### src/rtl/sram_rd_pkg.sv
package sram_rd_pkg;

    parameter int SETUP_W  = 4;
    parameter int STROBE_W = 6;
    parameter int HOLD_W   = 3;

    localparam int CNT_A = (SETUP_W > HOLD_W) ? SETUP_W : HOLD_W;
    localparam int CNT_W = (STROBE_W > CNT_A) ? STROBE_W : CNT_A;

    typedef enum logic [2:0] {
        PH_IDLE   = 3'd0,
        PH_SETUP  = 3'd1,
        PH_STROBE = 3'd2,
        PH_HOLD   = 3'd3,
        PH_DRIVE  = 3'd4
    } phase_e;

    typedef struct packed {
        logic [SETUP_W-1:0]  setup;
        logic [STROBE_W-1:0] strobe;
        logic [HOLD_W-1:0]   hold;
        logic                rdy_en;
        logic                drive;
    } bank_cfg_t;

endpackage

### src/rtl/sram_rd_bank_sel.sv
module sram_rd_bank_sel
    import sram_rd_pkg::*;
#(
    parameter int AW = 16,
    parameter int NB = 2
) (
    input  logic [AW-1:0]          addr,
    input  logic [NB*SETUP_W-1:0]  cfg_setup,
    input  logic [NB*STROBE_W-1:0] cfg_strobe,
    input  logic [NB*HOLD_W-1:0]   cfg_hold,
    input  logic [NB-1:0]          cfg_rdy_en,
    input  logic [NB-1:0]          cfg_drive,
    output bank_cfg_t              sel
);

    localparam int BSW = (NB > 1) ? $clog2(NB) : 1;

    bank_cfg_t        tbl [NB];
    logic [BSW-1:0]   idx;

    for (genvar g = 0; g < NB; g++) begin : g_bank
        assign tbl[g].setup  = cfg_setup[g*SETUP_W +: SETUP_W];
        assign tbl[g].strobe = cfg_strobe[g*STROBE_W +: STROBE_W];
        assign tbl[g].hold   = cfg_hold[g*HOLD_W +: HOLD_W];
        assign tbl[g].rdy_en = cfg_rdy_en[g];
        assign tbl[g].drive  = cfg_drive[g];
    end

    if (NB > 1) begin : g_multi
        assign idx = addr[AW-1 -: BSW];
    end else begin : g_single
        assign idx = '0;
    end

    always_comb begin
        sel = tbl[0];
        for (int b = 0; b < NB; b++) begin
            if (idx == BSW'(b)) sel = tbl[b];
        end
    end

endmodule

### src/rtl/sram_rd_fsm.sv
module sram_rd_fsm
    import sram_rd_pkg::*;
#(
    parameter int AW = 16
) (
    input  logic          clk,
    input  logic          rst_n,
    input  logic          req_valid,
    input  logic [AW-1:0] req_addr,
    input  bank_cfg_t     cfg_in,
    input  logic          sram_rdy,
    output phase_e        phase,
    output logic [AW-1:0] addr,
    output logic          ack,
    output logic          capture
);

    typedef struct packed {
        phase_e          ph;
        logic [CNT_W-1:0] cnt;
        logic [AW-1:0]    addr;
        bank_cfg_t        cfg;
        logic             ack;
    } seq_t;

    seq_t seq_d, seq_q;
    logic cap_d;

    always_comb begin
        seq_d     = seq_q;
        seq_d.ack = 1'b0;
        cap_d     = 1'b0;
        unique case (seq_q.ph)
            PH_IDLE: begin
                if (req_valid) begin
                    seq_d.addr = req_addr;
                    seq_d.cfg  = cfg_in;
                    if (cfg_in.setup != '0) begin
                        seq_d.ph  = PH_SETUP;
                        seq_d.cnt = CNT_W'(cfg_in.setup) - 1'b1;
                    end else begin
                        seq_d.ph  = PH_STROBE;
                        seq_d.cnt = CNT_W'(cfg_in.strobe);
                    end
                end
            end
            PH_SETUP: begin
                if (seq_q.cnt == '0) begin
                    seq_d.ph  = PH_STROBE;
                    seq_d.cnt = CNT_W'(seq_q.cfg.strobe);
                end else begin
                    seq_d.cnt = seq_q.cnt - 1'b1;
                end
            end
            PH_STROBE: begin
                if (seq_q.cnt != '0) begin
                    seq_d.cnt = seq_q.cnt - 1'b1;
                end else if (!seq_q.cfg.rdy_en || sram_rdy) begin
                    cap_d     = 1'b1;
                    seq_d.ph  = PH_HOLD;
                    seq_d.cnt = CNT_W'(seq_q.cfg.hold);
                end
            end
            PH_HOLD: begin
                if (seq_q.cnt != '0) begin
                    seq_d.cnt = seq_q.cnt - 1'b1;
                end else if (seq_q.cfg.drive) begin
                    seq_d.ph = PH_DRIVE;
                end else begin
                    seq_d.ph  = PH_IDLE;
                    seq_d.ack = 1'b1;
                end
            end
            PH_DRIVE: begin
                seq_d.ph  = PH_IDLE;
                seq_d.ack = 1'b1;
            end
            default: seq_d.ph = PH_IDLE;
        endcase
    end

    always_ff @(posedge clk or negedge rst_n) begin
        if (!rst_n) seq_q <= '0;
        else        seq_q <= seq_d;
    end

    assign phase   = seq_q.ph;
    assign addr    = seq_q.addr;
    assign ack     = seq_q.ack;
    assign capture = cap_d;

endmodule

### src/rtl/sram_rd_pins.sv
module sram_rd_pins
    import sram_rd_pkg::*;
#(
    parameter int AW = 16,
    parameter int DW = 16
) (
    input  logic          clk,
    input  logic          rst_n,
    input  phase_e        phase,
    input  logic [AW-1:0] addr_in,
    input  logic          capture,
    input  logic [DW-1:0] dq_in,
    output logic          cs_n,
    output logic          oe_n,
    output logic [AW-1:0] addr_out,
    output logic [DW-1:0] dq_out,
    output logic          dq_oe,
    output logic [DW-1:0] rd_data
);

    logic [DW-1:0] data_d, data_q;

    always_comb begin
        data_d = data_q;
        if (capture) data_d = dq_in;
    end

    always_ff @(posedge clk or negedge rst_n) begin
        if (!rst_n) data_q <= '0;
        else        data_q <= data_d;
    end

    assign cs_n     = !(phase == PH_SETUP || phase == PH_STROBE || phase == PH_HOLD);
    assign oe_n     = (phase != PH_STROBE);
    assign dq_oe    = (phase == PH_DRIVE);
    assign dq_out   = '1;
    assign addr_out = addr_in;
    assign rd_data  = data_q;

endmodule

### src/rtl/sram_rd_seq.sv
module sram_rd_seq
    import sram_rd_pkg::*;
#(
    parameter int AW = 16,
    parameter int DW = 16,
    parameter int NB = 2
) (
    input  logic                   clk,
    input  logic                   rst_n,
    input  logic                   req_valid,
    input  logic [AW-1:0]          req_addr,
    output logic                   req_ack,
    output logic [DW-1:0]          rd_data,
    input  logic [NB*SETUP_W-1:0]  cfg_setup,
    input  logic [NB*STROBE_W-1:0] cfg_strobe,
    input  logic [NB*HOLD_W-1:0]   cfg_hold,
    input  logic [NB-1:0]          cfg_rdy_en,
    input  logic [NB-1:0]          cfg_drive,
    input  logic                   sram_rdy,
    output logic                   sram_cs_n,
    output logic                   sram_oe_n,
    output logic [AW-1:0]          sram_addr,
    input  logic [DW-1:0]          sram_dq_in,
    output logic [DW-1:0]          sram_dq_out,
    output logic                   sram_dq_oe
);

    bank_cfg_t     bank_cfg;
    phase_e        phase;
    logic [AW-1:0] xfer_addr;
    logic          capture;

    sram_rd_bank_sel #(.AW(AW), .NB(NB)) u_sel (
        .addr       (req_addr),
        .cfg_setup  (cfg_setup),
        .cfg_strobe (cfg_strobe),
        .cfg_hold   (cfg_hold),
        .cfg_rdy_en (cfg_rdy_en),
        .cfg_drive  (cfg_drive),
        .sel        (bank_cfg)
    );

    sram_rd_fsm #(.AW(AW)) u_fsm (
        .clk       (clk),
        .rst_n     (rst_n),
        .req_valid (req_valid),
        .req_addr  (req_addr),
        .cfg_in    (bank_cfg),
        .sram_rdy  (sram_rdy),
        .phase     (phase),
        .addr      (xfer_addr),
        .ack       (req_ack),
        .capture   (capture)
    );

    sram_rd_pins #(.AW(AW), .DW(DW)) u_pins (
        .clk      (clk),
        .rst_n    (rst_n),
        .phase    (phase),
        .addr_in  (xfer_addr),
        .capture  (capture),
        .dq_in    (sram_dq_in),
        .cs_n     (sram_cs_n),
        .oe_n     (sram_oe_n),
        .addr_out (sram_addr),
        .dq_out   (sram_dq_out),
        .dq_oe    (sram_dq_oe),
        .rd_data  (rd_data)
    );

endmodule

### config.mk
export PLATFORM = sky130hd
export DESIGN_NAME = sram_rd_seq
export DESIGN_NICKNAME = d
export VERILOG_FILES = /design/src/rtl/sram_rd_pkg.sv /design/src/rtl/sram_rd_bank_sel.sv /design/src/rtl/sram_rd_fsm.sv /design/src/rtl/sram_rd_pins.sv /design/src/rtl/sram_rd_seq.sv
export SDC_FILE = /design/constraint.sdc
export NUM_CORES = 1
export LEC_CHECK = 0
export BUFFER_PORTS_ARGS = -buffer_cell sky130_fd_sc_hd__buf_2
export CAP_MARGIN = 0
export CORE_ASPECT_RATIO = 0.75
export CORE_UTILIZATION = 25
export DETAILED_ROUTE_END_ITERATION = 7
export REMOVE_ABC_BUFFERS = 1
export SLEW_MARGIN = 20
export SYNTH_ARGS = -nofsm -noshare
export SYNTH_HDL_FRONTEND = slang
export SYNTH_HIERARCHICAL = 1
export SYNTH_SLANG_ARGS = --single-unit
### constraint.sdc
create_clock -name clk -period 2.35 [get_ports clk]
set_clock_uncertainty 0.05 [all_clocks]
set_input_delay 0.1175 -clock clk [delete_from_list [all_inputs] [get_ports clk]]
set_output_delay 0.1175 -clock clk [all_outputs]
set_load 0.02 [all_outputs]
==> metrics.txt, run 1 <==
CTS H-tree depth=2; Max VDD drop=0.000457 V; CP max stage delay=0.42 ns; Arr. time, crit path=2.41 ns; Power Total=approximately 4.1 mW; number of DRC violations after detailed-routing iteration 0=97; Ports=between 100 and 150; Tmin final=2.28 ns; chip height=99.3 um; dpl hpwl=4.65 mm; CP Max Fanout=8; fmax=438 MHz; initial antenna violation count=0; relative slew slack=55.2%; average wire per standard cell=around 13 um; clock tree root driver cell=clkbuf_16; CP bufs+invs=2; Synth Cell Area=around 0.0032 mm^2; status=complete, no violations; slew at the pin closest to its max-slew limit=0.671 ns; synth unique cells=43; Synth Instances=271; Max Root-Sink Buffers=2; Die Wd=132 um; vias per cell=4.31; most frequent cells in the layout=101 x buf_2, 53 x dfrtp_1, 38 x mux2_2, 20 x mux2_4, 16 x conb_1; leading cell type in the layout, fill and taps excluded=buf_2; CTS clk-pin slew, worst paths=0.07 ns; ys flop type=dfrtp_1; clock sink count=53; gpl congestion=0.896; CTS tree=done; power density over the cells=1080 mW/mm^2; vias in the first global route=2212; Initial Util=25.6%; remaining antenna violation count=0; met2 usage=16.9%; later-pin clock latency in the skew report=around 0.29 ns; Post-synth EDFFs=0; Core Util, Final=31.1%; drt first pass iters=4; Tcrit/Tclk final=97.1%; fin nets=~420; Seq/Total Area, Yosys=42.0%; via count=2223; pin count of the biggest net entering global routing=54; all-layer global routing usage=between 10% and 20%; DRC=0; core box area=0.0123 mm^2; met3 GRT Util=2.19%; Yosys reg bits=53; Final Hold Vio Count=0; global route total overflow=0; global-route wire length before repair=10.8 mm; Critical-path top delay cell=dfrtp_1; delay-heaviest family, CP=simple AND/OR/NAND/NOR gates; final setup vio count=0; Slew Limit Fails=0; leakage power=between 1.5 and 2 nW; Syn. warnings=6; worst-path cell chain=inv_2 -> ha_4 -> or3b_4 -> nor4_4 -> nand2_1 -> nor2_4 -> clkbuf_16 -> mux2_4; FFs w/ async S/R, synth=100%; layout cells sized above 1=54.3%; Worst Setup Path Type=flop to flop; Syn Area/Cell=roughly 12 um^2; Area Overhead vs Synth=21.3%; met1 Use GR=13.0%; Worst EP required=2.47 ns; Hold/Removal Path Class=primary input to flop; Die ar.=0.0131 mm^2; # port buffers=101; max_cap viols=0; Num CTS Buffers=5; Worst Setup End Kind=flop; final-layout fill cell count=about 1300; GRT busiest layer=met2; # diodes=0; num rows=35; CP Launch Type=flop; Total Wirelength=about 6.8 mm
-- per-layer routing --
metal / routed length [um] / vias up
met1: 3000 / 1080
met5: 0 / -
met4: 182 / 0
met3: 294 / 12
met2: 3270 / 81
li1: - / 1050
-- cells by family after synthesis --
group	synth area share (%)
other	0.119
adders and majority gates	0.793
buffers and inverters	16.9
AOI/OAI and AO/OA	8.09
DFF	42.0
muxes	23.1
and+or+nand+nor	8.96
-- cell usage after synthesis (all sizes together), types with 2 or more instances --
library cell	number	area (um^2)
nor2	6	22.5
o21bai	2	15.0
nor3	9	61.3
a2111oi	2	17.5
clkbuf	4	15.0
a311oi	2	17.5
nor3b	4	30.0
nor4b	2	23.8
or3b	2	17.5
nor4	3	18.8
ha	2	25.0
a21oi	6	33.8
inv	8	30.0
o21ai	9	45.0
buf	62	489
nand2	6	22.5
a211oi	3	22.5
nand3	4	20.0
nor2b	2	12.5
a22o	4	35.0
a31oi	4	25.0
dfrtp	53	1330
nand2b	5	31.3
mux2	58	728
-- final timing paths --
path	start	endpoint	slack, ns	depth (start not counted)
min	sram_dq_in[9]	u_pins/rd_data[9]$_DFFE_PN0P_	0.007	2
max	u_fsm/seq_q[32]$_DFFE_PN0P_	u_pins/rd_data[3]$_DFFE_PN0P_	0.07	8
min in group asynchronous	rst_n	u_pins/rd_data[6]$_DFFE_PN0P_	0.43	3
max in group asynchronous	rst_n	u_fsm/seq_q[11]$_DFFE_PN0P_	1.37	3
max reg2reg	u_fsm/seq_q[32]$_DFFE_PN0P_	u_pins/rd_data[3]$_DFFE_PN0P_	0.07	8
min reg2reg	u_fsm/seq_q[10]$_DFFE_PN0P_	u_fsm/seq_q[10]$_DFFE_PN0P_	0.46	1
-- flip-flops by register name, indices dropped and copies added, names as in the netlist --
| name | count |
|---|---|
| u_fsm/seq_q | 17 |
| u_fsm/addr | 16 |
| u_pins/rd_data | 16 |
| u_fsm/phase | 3 |
| u_fsm/ack | 1 |
-- per-stage QoR --
step | TNS (ns) | area, um^2 | hold slack [ns] | setup slack [ns] | instances
floorplan | -10.72 | 2710 | -0.228 | -0.707 | 220
global route | -0.218 | 3830 | 0.000161 | -0.0252 | 516
finish | 0 | 3830 | 0.00715 | 0.0670 | 516
detailed placement | 0 | 3510 | 0.241 | 0.0478 | 496
CTS | 0 | 3730 | 0.000539 | 0.00240 | 512
global placement | 0 | 3510 | 0.226 | 0.119 | 496
-- power breakdown --
part	internal, mW	switching (mW)	total [mW]
combinational	0.861	0.922	1.78
clock	0.398	0.326	0.724
sequential	1.31	0.328	1.64
total	2.57	1.58	4.14
-- cell type report --
type,count,area [um^2],share of cell area [%]
clock buffers,6,129,3.37
inverters,8,30.0,0.784
well taps,166,208,5.42
flip-flops and latches,53,1330,34.6
clock inverters,2,13.8,0.359
repair buffers,122,718,18.8
multi-input cells,159,1400,36.7
-- timing repair --
action / CTS / global route
setup buffers: 0 / 1
gates resized for setup: 0 / 9
hold endpoints to repair: 60 / 2
endpoints found under the setup margin: 0 / 17
hold buffers: 8 / 2
No activity file was read; power rests on OpenSTA's default activity.
==> run 2: changes to the inputs <==
--- a/config.mk
+++ b/config.mk
@@ -5,13 +5,12 @@
 export SDC_FILE = /design/constraint.sdc
 export NUM_CORES = 1
 export LEC_CHECK = 0
-export BUFFER_PORTS_ARGS = -buffer_cell sky130_fd_sc_hd__buf_2
+export BUFFER_PORTS_ARGS = -buffer_cell sky130_fd_sc_hd__buf_4
 export CAP_MARGIN = 0
 export CORE_ASPECT_RATIO = 0.75
 export CORE_UTILIZATION = 25
 export DETAILED_ROUTE_END_ITERATION = 7
 export REMOVE_ABC_BUFFERS = 1
-export SLEW_MARGIN = 20
 export SYNTH_ARGS = -nofsm -noshare
 export SYNTH_HDL_FRONTEND = slang
 export SYNTH_HIERARCHICAL = 1
==> run 2 against run 1 <==
Total power up 4.3%. Final area up 5.2%. Routed wire length down 0.64%. Worst setup slack better by 0.073 ns. First-iteration DRC count down 24%. Non-clock buffer count down 2. Final cell count down 0.58%. Sequential share of layout area down 1.7 points. Register-to-register slack better by 0.07 ns. Clock-buffer cell count unchanged. Sequential power about the same.
==> metrics.txt, run 2 (synthesized netlist as in run 1, its figures left out) <==
CTS tree=done; Tmin final=2.21 ns; initial antenna violation count=0; r2r endpoint=u_fsm/seq_q[35]$_DFFE_PN0P_; gpl congestion=0.848; final-layout fill cell count=1217; remaining antenna violation count=0; CP Launch Type=flop; CTS H-tree depth=2; flip-flop count of the largest register after layout=17; average wire per standard cell=13.1 um; global-route wire length before repair=11.2 mm; clock tree root driver cell=clkbuf_16; area of the multi-input gates=0.00139 mm^2; Core Util, Final=about 33%; Worst path depth=8; worst-path cell chain=inv_1 -> ha_2 -> or3b_4 -> buf_4 -> nor4b_4 -> nor3_1 -> a311oi_1 -> o21ai_1; Critical-path top delay cell=dfrtp_1; clock sink count=53; all-layer global routing usage=about a tenth; dpl hpwl=4.91 mm; status=complete, no violations; Die Wd=132 um; leading cell type in the layout, fill and taps excluded=buf_4; CP Max Fanout=4; Layout Cells excl Fill=between 500 and 600; Worst Slack Setup Final=0.140 ns; drt first pass iters=4; CP max stage delay=0.40 ns; crit path capture=u_fsm/seq_q[35]$_DFFE_PN0P_; via count=about 2200; num rows=35; Max Root-Sink Buffers=2; Worst EP required=2.46 ns; later-pin clock latency in the skew report=0.29 ns; Power Total=4.32 mW; Die ar.=around 0.013 mm^2; chip height=99.3 um; Max VDD drop=approximately 0.00041 V; # diodes=0; Total Wirelength=approximately 6.7 mm; pre-CTS WS=between 0.07 and 0.08 ns; vias per cell=4.34; Final Instance Area=0.00403 mm^2; Hold/Removal Path Class=primary input to flop; Post-DP Area=0.00378 mm^2; slew at the pin closest to its max-slew limit=0.673 ns; DRC=0; max_cap viols=0; Worst Setup End Kind=flop; most frequent cells in the layout=113 x buf_4, 53 x dfrtp_1, 38 x mux2_2, 20 x mux2_4, 16 x conb_1; Worst setup startpoint=u_fsm/seq_q[32]$_DFFE_PN0P_; fin nets=415; delay-heaviest family, CP=simple AND/OR/NAND/NOR gates; hold path cells=2; leakage power=1.88 nW; Initial Util=25.6%; fmax=452 MHz; Final Hold Vio Count=0; Ports=118; WHS=between 0.006 and 0.007 ns; Worst Setup Path Type=flop to flop; worst r2r src=u_fsm/seq_q[32]$_DFFE_PN0P_; number of DRC violations after detailed-routing iteration 0=74; placed cell count=498; power density over the cells=about 1100 mW/mm^2; final setup vio count=0; Tcrit/Tclk final=94.1%; Setup TNS=0 ns; CP bufs+invs=2; vias in the first global route=2237; Slew Limit Fails=0; CTS clk-pin slew, worst paths=0.07 ns; Top reg by flops=u_fsm/seq_q; R2R setup slack=0.14 ns; layout cells sized above 1=between 50% and 60%; Reg2Reg Depth=8; pin count of the biggest net entering global routing=54; FF+latch area=0.00133 mm^2; global route total overflow=0; # port buffers=101; Area Overhead vs Synth=27.6%; Num CTS Buffers=5; relative slew slack=between 50% and 60%; Arr. time, crit path=~2.3 ns; core box area=0.0123 mm^2
-- run 2: cell count changes in the layout (fill, tap and decap cells not counted), moves of 2 or more --
| cell | before | now |
|---|---|---|
| buf_4 | 9 | 113 |
| inv_1 | 6 | 8 |
| dlygate4sd3_1 | 10 | 6 |
| inv_2 | 2 | 0 |
| buf_2 | 101 | 0 |
-- run 2: repair_timing --
action / CTS / global route
endpoints found under the setup margin: 0 / 18
hold buffers: 4 / 2
resized for setup: 0 / 6
endpoints found under the hold margin: 56 / 2
buffers inserted: 0 / 2
-- run 2: worst min path at each step --
stage,from,endpoint,slack [ns]
2_1_floorplan,rst_n,u_fsm/ack$_DFF_PN0_,-0.23
3_3_place_gp,rst_n,u_pins/rd_data[13]$_DFFE_PN0P_,0.15
3_5_place_dp,rst_n,u_pins/rd_data[13]$_DFFE_PN0P_,0.16
4_1_cts,req_addr[8],u_fsm/addr[8]$_DFFE_PN0P_,0.002
5_1_grt,sram_dq_in[5],u_pins/rd_data[5]$_DFFE_PN0P_,0.002
6_report,sram_dq_in[8],u_pins/rd_data[8]$_DFFE_PN0P_,0.007
-- run 2: layout make-up --
class,count,share of cell area (%)
timing repair buffer,120,23.1
clock inverter,1,0.186
sequential,53,32.9
multi-input combinational,159,34.5
clock buffer,6,3.45
tap,166,5.16
inverter,8,0.746
-- run 2: metal layers --
layer	global-route usage, %	share of wire (%)
met2	17.5	48
met1	13.1	44
met4	3.40	1.2
met3	3.36	6.0
met5	0	0
-- run 2: report_power, final --
part	switching [mW]	total [mW]	internal, mW
Clock	0.322	0.740	0.418
Combinational	0.929	1.95	1.02
Sequential	0.319	1.63	1.31
Total	1.57	4.32	2.75
==> run 3: changes to the inputs <==
--- a/config.mk
+++ b/config.mk
@@ -10,6 +10,7 @@
 export CORE_ASPECT_RATIO = 0.75
 export CORE_UTILIZATION = 25
 export DETAILED_ROUTE_END_ITERATION = 7
+export PLACE_DENSITY_LB_ADDON = 0.08
 export REMOVE_ABC_BUFFERS = 1
 export SYNTH_ARGS = -nofsm -noshare
 export SYNTH_HDL_FRONTEND = slang
==> run 3 against run 2 <==
Sequential share of layout area is 1.3 points lower. Register-to-register slack hardly changed. Final cell count is 3.3% higher. Non-clock buffer count is 16 higher. Hold slack better by 0.0036 ns. Combinational power hardly changed. Die area stayed put. Global-route usage is 0.51 points higher. Via count is 1.1% higher. Critical endpoint is now u_pins/rd_data[7]$_DFFE_PN0P_. Largest power group unchanged.
==> metrics.txt, run 3 (synthesized netlist as in run 1, its figures left out) <==
final setup vio count=0; # port buffers=around 100; most frequent cells in the layout=109 x buf_4, 53 x dfrtp_1, 38 x mux2_2, 25 x dlygate4sd3_1, 20 x mux2_4; chip height=99.3 um; clock sink count=53; total net switching power=1.56 mW; relative slew slack=53.1%; global-route wire length before repair=11.5 mm; Total Wirelength=7.11 mm; Area Overhead vs Synth=32.8%; vias per cell=around 4.2; Hold/Removal Path Class=primary input to flop; remaining antenna violation count=0; fmax=about 450 MHz; Top reg by flops=u_fsm/seq_q; layout cells sized above 1=50.8%; core box area=0.0123 mm^2; initial antenna violation count=0; gpl congestion=0.768; slew at the pin closest to its max-slew limit=0.704 ns; leakage power=1.94 nW; average wire per standard cell=approximately 13 um; WHS=0.0101 ns; Worst EP required=approximately 2.5 ns; Max VDD drop=0.000410 V; leading cell type in the layout, fill and taps excluded=buf_4; pin count of the biggest net entering global routing=54; Comb pwr share=45.1%; CTS tree=done; Initial Util=25.6%; CP Launch Type=flop; num rows=35; dpl hpwl=5.10 mm; via count=between 2000 and 2500; DRC=0; max_cap viols=0; Num CTS Buffers=5; Die ar.=0.0131 mm^2; RSZ-0062 raised after global routing=false; Sw Ratio=36.4%; Seq pwr share=37.8%; status=complete, no violations; fin nets=431; final-layout fill cell count=1242; all-layer global routing usage=11.1%; Max Root-Sink Buffers=2; Tcrit/Tclk final=93.7%; Clock Power Share=17.1%; Ports=118; CP Max Fanout=16; post-CTS setup buffers=0; vias in the first global route=between 2000 and 2500; power density over the cells=1020 mW/mm^2; Worst Setup Path Type=flop to flop; Power Total=between 4 and 5 mW; Final Hold Vio Count=0; drt first pass iters=4; later-pin clock latency in the skew report=0.29 ns; CTS clk-pin slew, worst paths=approximately 0.070 ns; Die Wd=132 um; Final Instance Area=~0.0042 mm^2; number of DRC violations after detailed-routing iteration 0=55; CTS H-tree depth=2; flip-flop count of the largest register after layout=17; # diodes=0; global route total overflow=0; clock tree root driver cell=clkbuf_16; Post-DP Area=between 0.003 and 0.004 mm^2; Tmin final=2.20 ns; Arr. time, crit path=roughly 2.3 ns; Slew Limit Fails=0; Int Pwr=2.73 mW; Worst Setup End Kind=flop
## run 3: cell count changes in the layout (fill, tap and decap cells not counted), sizes merged
| cell | change |
|---|---|
| buf | -3 |
| clkbuf | +1 |
| dlygate4sd3 | +19 |
## run 3: layout make-up
type                            instances  area (um^2)  share of cell area [%]
Timing Repair Buffer                  136         1110                    26.5
Tap cell                              166          208                    4.96
Multi-Input combinational cell        159         1380                    32.9
Clock buffer                            7          133                    3.17
Clock inverter                          1         7.51                   0.179
Sequential cell                        53         1330                    31.7
Inverter                                8         30.0                   0.717
## run 3: metal layers
layer  track usage [%]  vias to the layer above  wire, um
met4              2.95                        0        29
met5                 0                        -         0
li1                  -                     1082         -
met1              14.8                     1092      3450
met2              17.1                       74      3190
met3              3.67                        2       448
## run 3: final timing paths
kind / cells past startpoint / endpoint / slack (ns) / startpoint
setup / recovery: 8 / u_pins/rd_data[7]$_DFFE_PN0P_ / 0.15 / u_fsm/seq_q[32]$_DFFE_PN0P_
hold / removal: 2 / u_fsm/addr[14]$_DFFE_PN0P_ / 0.01 / req_addr[14]
setup reg to reg: 8 / u_pins/rd_data[7]$_DFFE_PN0P_ / 0.15 / u_fsm/seq_q[32]$_DFFE_PN0P_
hold reg to reg: 1 / u_pins/rd_data[15]$_DFFE_PN0P_ / 0.46 / u_pins/rd_data[15]$_DFFE_PN0P_
max in group asynchronous: 2 / u_fsm/addr[5]$_DFFE_PN0P_ / 1.41 / rst_n
min in group asynchronous: 2 / u_pins/rd_data[12]$_DFFE_PN0P_ / 0.38 / rst_n
## run 3: through the flow
stage	setup slack (ns)	setup TNS (ns)	utilization [%]	cells
after floorplan	-0.707	-10.72	-	220
after global placement	0.106	0	30.7	497
after detailed placement	0.0735	0	30.7	497
after CTS	0.0583	0	33.9	530
after global routing	0.0190	0	34.1	530
final	0.149	0	34.1	530
## run 3: what timing repair did
action | 4_1_cts | 5_1_grt
endpoints found under the setup margin | 0 | 17
hold buffers | 25 | 0
endpoints found under the hold margin | 77 | 0
resized for setup | 0 | 3
## run 3: critical path, cell delays in order, from the launching register on
cell and delay (ns):
dfrtp_1 0.42, inv_1 0.07, ha_1 0.18, or3b_4 0.39, nor4_2 0.19, nand2_1 0.10, nor2_2 0.16, buf_12 0.18
mux2_2 0.34
## run 3: power by group through the flow
| stage | clock [mW] | sequential (mW) | combinational (mW) |
|---|---|---|---|
| after floorplan | 0 | 1.86 | 0.857 |
| after global placement | 0 | 1.63 | 1.91 |
| after detailed placement | 0 | 1.63 | 1.90 |
| after CTS | 0.774 | 1.62 | 1.94 |
| after global routing | 0.800 | 1.68 | 2.10 |
| final | 0.734 | 1.62 | 1.94 |
